File: config.mk
export PLATFORM = sky130hd
export DESIGN_NAME = nib_bit_rotator
export DESIGN_NICKNAME = d
export VERILOG_FILES = /design/src/rtl/rot_pkg.sv /design/src/rtl/rot_bit_unit.sv /design/src/rtl/rot_digit_unit.sv /design/src/rtl/rot_out_stage.sv /design/src/rtl/nib_bit_rotator.sv
export SDC_FILE = /design/constraint.sdc
export NUM_CORES = 1
export LEC_CHECK = 0
export CAP_MARGIN = 20
export CORE_ASPECT_RATIO = 0.7
export CORE_UTILIZATION = 25
export CTS_BUF_LIST = sky130_fd_sc_hd__clkbuf_16
export DETAILED_ROUTE_END_ITERATION = 16
export PLACE_DENSITY = 0.44
export SETUP_SLACK_MARGIN = 0.02
export SYNTH_ARGS = -nofsm -noshare
export SYNTH_HDL_FRONTEND = slang
export SYNTH_HIERARCHICAL = 1
export SYNTH_SLANG_ARGS = --single-unit
File: constraint.sdc
create_clock -name clk -period 1 [get_ports clk]
set_clock_uncertainty 0.15 [all_clocks]
set_input_delay 0.25 -clock clk [delete_from_list [all_inputs] [get_ports clk]]
set_output_delay 0.25 -clock clk [all_outputs]
set_load 0.01 [all_outputs]
File: src/rtl/rot_pkg.sv
package rot_pkg;

   localparam int OP_W = 3;

   typedef enum logic [OP_W-1:0] {
      ROT_IDLE = 3'd0,
      ROT_RR   = 3'd1,
      ROT_RL   = 3'd2,
      ROT_RRC  = 3'd3,
      ROT_RLC  = 3'd4,
      ROT_DR   = 3'd5,
      ROT_DL   = 3'd6,
      ROT_RSVD = 3'd7
   } rot_op_e;

endpackage

File: src/rtl/rot_bit_unit.sv
module rot_bit_unit
   import rot_pkg::*;
#(
   parameter int W = 8
) (
   input  rot_op_e        op,
   input  logic [W-1:0]   a,
   input  logic           cy,
   output logic [W-1:0]   res,
   output logic           cy_n,
   output logic           hit
);
   localparam int MSB = W - 1;

   logic          fill_r;
   logic          fill_l;
   logic [W-1:0]  rr;
   logic [W-1:0]  rl;

   assign fill_r = (op == ROT_RRC) ? cy : a[0];
   assign fill_l = (op == ROT_RLC) ? cy : a[MSB];

   for (genvar i = 0; i < W; i++) begin : g_bit
      if (i == MSB) begin : g_top
         assign rr[i] = fill_r;
      end else begin : g_mid_r
         assign rr[i] = a[i+1];
      end
      if (i == 0) begin : g_bot
         assign rl[i] = fill_l;
      end else begin : g_mid_l
         assign rl[i] = a[i-1];
      end
   end

   always_comb begin
      res  = a;
      cy_n = cy;
      hit  = 1'b0;
      case (op)
         ROT_RR, ROT_RRC: begin
            res  = rr;
            cy_n = a[0];
            hit  = 1'b1;
         end
         ROT_RL, ROT_RLC: begin
            res  = rl;
            cy_n = a[MSB];
            hit  = 1'b1;
         end
         default: ;
      endcase
   end

endmodule

File: src/rtl/rot_digit_unit.sv
module rot_digit_unit
   import rot_pkg::*;
#(
   parameter int W = 8
) (
   input  rot_op_e        op,
   input  logic [W-1:0]   a,
   input  logic [W-1:0]   m,
   output logic [W-1:0]   a_n,
   output logic [W-1:0]   m_n,
   output logic           hit
);
   localparam int H = W / 2;

   logic [H-1:0] a_hi, a_lo, m_hi, m_lo;

   assign a_hi = a[W-1:H];
   assign a_lo = a[H-1:0];
   assign m_hi = m[W-1:H];
   assign m_lo = m[H-1:0];

   always_comb begin
      a_n = a;
      m_n = m;
      hit = 1'b0;
      case (op)
         ROT_DR: begin
            a_n = {a_hi, m_lo};
            m_n = {a_lo, m_hi};
            hit = 1'b1;
         end
         ROT_DL: begin
            a_n = {a_hi, m_hi};
            m_n = {m_lo, a_lo};
            hit = 1'b1;
         end
         default: ;
      endcase
   end

endmodule

File: src/rtl/rot_out_stage.sv
module rot_out_stage #(
   parameter int W       = 8,
   parameter bit REG_OUT = 1'b1
) (
   input  logic          clk,
   input  logic          rst_n,
   input  logic [W-1:0]  d_acc,
   input  logic [W-1:0]  d_mem,
   input  logic          d_mwe,
   input  logic          d_cy,
   input  logic          d_cwe,
   output logic [W-1:0]  q_acc,
   output logic [W-1:0]  q_mem,
   output logic          q_mwe,
   output logic          q_cy,
   output logic          q_cwe
);
   localparam int PW = 2 * W + 3;

   logic [PW-1:0] d_pack;
   logic [PW-1:0] q_pack;

   assign d_pack = {d_acc, d_mem, d_mwe, d_cy, d_cwe};
   assign {q_acc, q_mem, q_mwe, q_cy, q_cwe} = q_pack;

   if (REG_OUT) begin : g_reg
      always_ff @(posedge clk or negedge rst_n) begin
         if (!rst_n) q_pack <= '0;
         else        q_pack <= d_pack;
      end
   end else begin : g_comb
      assign q_pack = d_pack;
   end

endmodule

File: src/rtl/nib_bit_rotator.sv
module nib_bit_rotator
   import rot_pkg::*;
#(
   parameter int DATA_W  = 8,
   parameter bit REG_OUT = 1'b1
) (
   input  logic              clk,
   input  logic              rst_n,
   input  logic [OP_W-1:0]   op_i,
   input  logic [DATA_W-1:0] acc_i,
   input  logic              cy_i,
   input  logic [DATA_W-1:0] mem_i,
   output logic [DATA_W-1:0] acc_o,
   output logic [DATA_W-1:0] mem_o,
   output logic              mem_we_o,
   output logic              cy_o,
   output logic              cy_we_o
);
   if (DATA_W < 2 || (DATA_W % 2) != 0) begin : g_bad_width
      $error("nib_bit_rotator: DATA_W must be even and at least 2");
   end

   rot_op_e             op_e;
   logic [DATA_W-1:0]   bit_res;
   logic                bit_cy;
   logic                bit_hit;
   logic [DATA_W-1:0]   dig_acc;
   logic [DATA_W-1:0]   dig_mem;
   logic                dig_hit;
   logic [DATA_W-1:0]   nx_acc;
   logic [DATA_W-1:0]   nx_mem;
   logic                nx_mwe;
   logic                nx_cy;
   logic                nx_cwe;

   assign op_e = rot_op_e'(op_i);

   rot_bit_unit #(.W(DATA_W)) u_bit (
      .op   (op_e),
      .a    (acc_i),
      .cy   (cy_i),
      .res  (bit_res),
      .cy_n (bit_cy),
      .hit  (bit_hit)
   );

   rot_digit_unit #(.W(DATA_W)) u_dig (
      .op  (op_e),
      .a   (acc_i),
      .m   (mem_i),
      .a_n (dig_acc),
      .m_n (dig_mem),
      .hit (dig_hit)
   );

   always_comb begin
      nx_acc = acc_i;
      nx_mem = mem_i;
      nx_mwe = 1'b0;
      nx_cy  = cy_i;
      nx_cwe = 1'b0;
      if (bit_hit) begin
         nx_acc = bit_res;
         nx_cy  = bit_cy;
         nx_cwe = 1'b1;
      end else if (dig_hit) begin
         nx_acc = dig_acc;
         nx_mem = dig_mem;
         nx_mwe = 1'b1;
      end
   end

   rot_out_stage #(.W(DATA_W), .REG_OUT(REG_OUT)) u_out (
      .clk   (clk),
      .rst_n (rst_n),
      .d_acc (nx_acc),
      .d_mem (nx_mem),
      .d_mwe (nx_mwe),
      .d_cy  (nx_cy),
      .d_cwe (nx_cwe),
      .q_acc (acc_o),
      .q_mem (mem_o),
      .q_mwe (mem_we_o),
      .q_cy  (cy_o),
      .q_cwe (cy_we_o)
   );

endmodule

==> results of run 1 <==
layer usage:
layer,GRT usage,up-vias
met4,0.0276,0
met1,0.234,751
met5,0,-
met2,0.243,46
li1,-,737
met3,0.00556,2
final cells by class:
type                    count  area [um2]
clock buffers               3        75.1
flip-flops and latches     19         475
clock inverters             1        3.75
repair buffers             98         990
multi-input cells         111        1100
fillers                   560        3120
well taps                  75        93.8
inverters                   1        8.76
worst max-delay path by stage:
stage / cells past startpoint / to / startpoint
after floorplan: 7 / u_out/q_pack[10] / op_i[0]
after global placement: 6 / u_out/q_pack[1] / op_i[0]
after detailed placement: 6 / u_out/q_pack[1] / op_i[0]
after CTS: 7 / u_out/q_pack[1] / op_i[1]
after global routing: 8 / u_out/q_pack[12] / op_i[1]
final: 4 / u_out/q_pack[7] / mem_i[0]
per-stage QoR:
step           total power, W  hold slack [ns]  utilization  instance area [um2]  instances
4_1_cts               0.00285            0.194        0.455                 2670        309
5_1_grt               0.00304            0.216        0.468                 2750        308
3_3_place_gp          0.00189            0.455        0.381                 2240        282
2_1_floorplan         0.00142           -0.196            -                 1580        147
6_report              0.00290            0.192        0.468                 2750        308
3_5_place_dp          0.00190            0.455        0.381                 2240        282
power by group:
part,switching (W),total (W),internal [W]
sequential,0.0000244,0.000879,0.000855
combinational,0.000528,0.00123,0.000699
clock,0.000267,0.000798,0.000531
total,0.000819,0.00290,0.00208
cells in the final DEF (no fill, tap or decap), drive strengths merged:
master,synthesis,routed
a21boi,5,5
dfrtp,19,19
clkdlybuf4s50,0,7
o22ai,14,14
nand2,9,9
or2,3,3
a21oi,2,2
dlymetal6s2s,0,1
nor2b,2,2
dlygate4sd2,0,8
mux2i,10,10
a221oi,8,8
bufbuf,0,1
xnor2,1,1
inv,1,2
nor2,1,1
nand2b,9,9
mux2,10,10
a2bb2oi,13,13
and2,2,2
or3,4,4
clkbuf,1,4
o21ai,15,15
a211oi,2,2
buf,15,78
clkdlybuf4s15,0,2
a22o,1,1
logic make-up (layout without fill, tap and decap cells):
logic type	after synthesis	after routing	share of synthesized area
AOI/OAI and AO/OA	60	60	0.322
and+or+nand+nor	30	30	0.122
muxes	20	20	0.156
DFF	19	19	0.305
buffers and inverters	17	103	0.0891
xor gates and xnor gates	1	1	0.00562
repair_timing:
action                                  in CTS  in global routing
pin swaps                                   17                  8
gates cloned                                 5                  1
endpoints found under the setup margin      38                 38
endpoints found under the hold margin        0                  0
gates resized for setup                    149                 23
buffers inserted                            19                  2
==> results by group, run 1 <==
Status
  – Result of the run: finished with violations
  – Failing checks: setup timing

Clock network
  – Clock tree buffer depth: 2
  – Clock Pin Slew Worst Setup and Hold Paths: 0.05 ns
  – Number of H-tree levels: 1
  – Count of hold-fix buffers inserted at cts: 0
  – CTS tree: done
  – CTS Buf Count: 3
  – Number of clock sinks: 19
  – Clock tree root buffer cell: clkbuf_16

Die
  – I/O pins: 41
  – Vert. Die Dim: ~68 um
  – Die Outline Area: 6560 um2
  – Chip width: 96.3 um
  – Initial Util: 0.265
  – Cell row count: 23
  – Core Area: 5870 um2

Placed design
  – Detailed placement HPWL: 3150 um
  – Setup WS pre-CTS: -1.17 ns
  – Gp weighted congestion: between 0.7 and 0.8
  – Port bufs: 40

Global route
  – Antenna violations before repair: 0
  – Largest net degree at the start of global routing: 20
  – Congestion Overflow GR: 0
  – Vias in the first global route: between 1,500 and 2,000
  – Wire length of the first global-routing pass: around 7700 um
  – Overall track demand over capacity in global routing: 0.154

Logic synthesis
  – Post-synthesis register bit count: 19
  – Post-synthesis sequential area ratio: 0.305
  – Number of enable flip-flop cells after synthesis: 0
  – Post-Synthesis Cells: 147
  – Count of unique library cells instantiated by Yosys: 37
  – Syn_nets: about 170
  – Synth cell count leaders: dfrtp_1, o22ai_1, mux2i_1, o21ai_0
  – Most common cell in the synthesized netlist: dfrtp_1
  – Proportion of synthesized flip-flops having asynchronous set or reset: 1.00
  – Cell types with the largest area share after synthesis: dfrtp_1, a2bb2oi_2, mux2_4, mux2i_1, o22ai_1
  – YS warnings: 6
  – Cell taking the most area after synthesis: dfrtp_1
  – Proportion of netlist area held by the largest area contributor: 0.305
  – Synth Flop Type: dfrtp_1
  – Synthesized area divided by synthesized cell count: 10.6 um2
  – Netlist Area Pre-Place: roughly 1600 um2

Route
  – DRC viols: 0
  – Highest layer used for signal routing: met4
  – Total via count in the routed design: 1,536
  – Number of DRC markers in iteration 0: 68
  – DRT antenna net count: 0
  – Met3 layer wire length in the routed design: 281 um
  – Total length of routed wires: between 5000 and 6000 um
  – DR pass1 iterations: 4
  – Length of routed wiring on met1: 2360 um
  – Final routed wire length divided by cell count: 16.3 um
  – Mean number of vias per cell: 4.99
  – Total met2 wirelength after detailed routing: 2360 um

STA
  – Setup TNS Final: -8.46 ns
  – Final Max Tran Viols: 0
  – Maximum frequency from static timing analysis: 715 MHz
  – Clock period minus worst slack: 1.40 ns
  – Final Hold Vio Count: 0
  – Setup repair after global routing missed its margin: true
  – Final cycle utilization of the critical path: 1.40
  – Final count of negative-setup-slack endpoints: 38
  – Relative slew slack: 0.793
  – Worst Setup Slack, final: -0.398 ns
  – Slew @ Worst Pin: 0.308 ns

Final layout
  – Count of inserted antenna diode cells: 0
  – Registers with the highest flip-flop counts: u_out/q_pack x19
  – Growth of design area from synthesis to finish: 76.4%
  – Register ranked first by flip-flop count: u_out/q_pack
  – Number of nets in the layout: 256
  – Flip-flop count of the largest register, all copies and words added: 19
  – Fraction of final layout cells with drive strength greater than 1: 0.588

Flow run
  – Number of max-cap violations: 0

Worst hold path
  – Path class of the lowest-slack min-delay path: in -> async

Worst setup path
  – Max Fanout on Critical Path: 3
  – Library cell contributing the largest single delay on the critical path: clkdlybuf4s50_1
  – Crit path DAT: 1.38 ns
  – Endpoint class of the critical path: register
  – Critical path type: in -> reg
  – CP Launch Type: input pin
  – Endpoint required time on the critical path: ~1 ns
  – Cell breakdown of the critical path: clkdlybuf4s50_1 -> o22ai_1 -> a2bb2oi_2 -> mux2_4
  – Max incr delay on CP: roughly 0.5 ns
  – CP bufs+invs: 1
  – Dominant delay contributor by cell family on the critical path: buffers and inverters

Power and ir drop
  – Pwr per Cell Area: 1060 nW/um2
  – Worst IR Drop VDD: 0.499 mV
  – Static leakage: ~1.2 nW
Power figures use the tool's default switching activity.
==> run 2: changes to the inputs <==
GPL_ROUTABILITY_DRIVEN = 0   (was default)
==> results of run 2 <==
The final DEF is identical to that of run 1; final timing and power are the same.
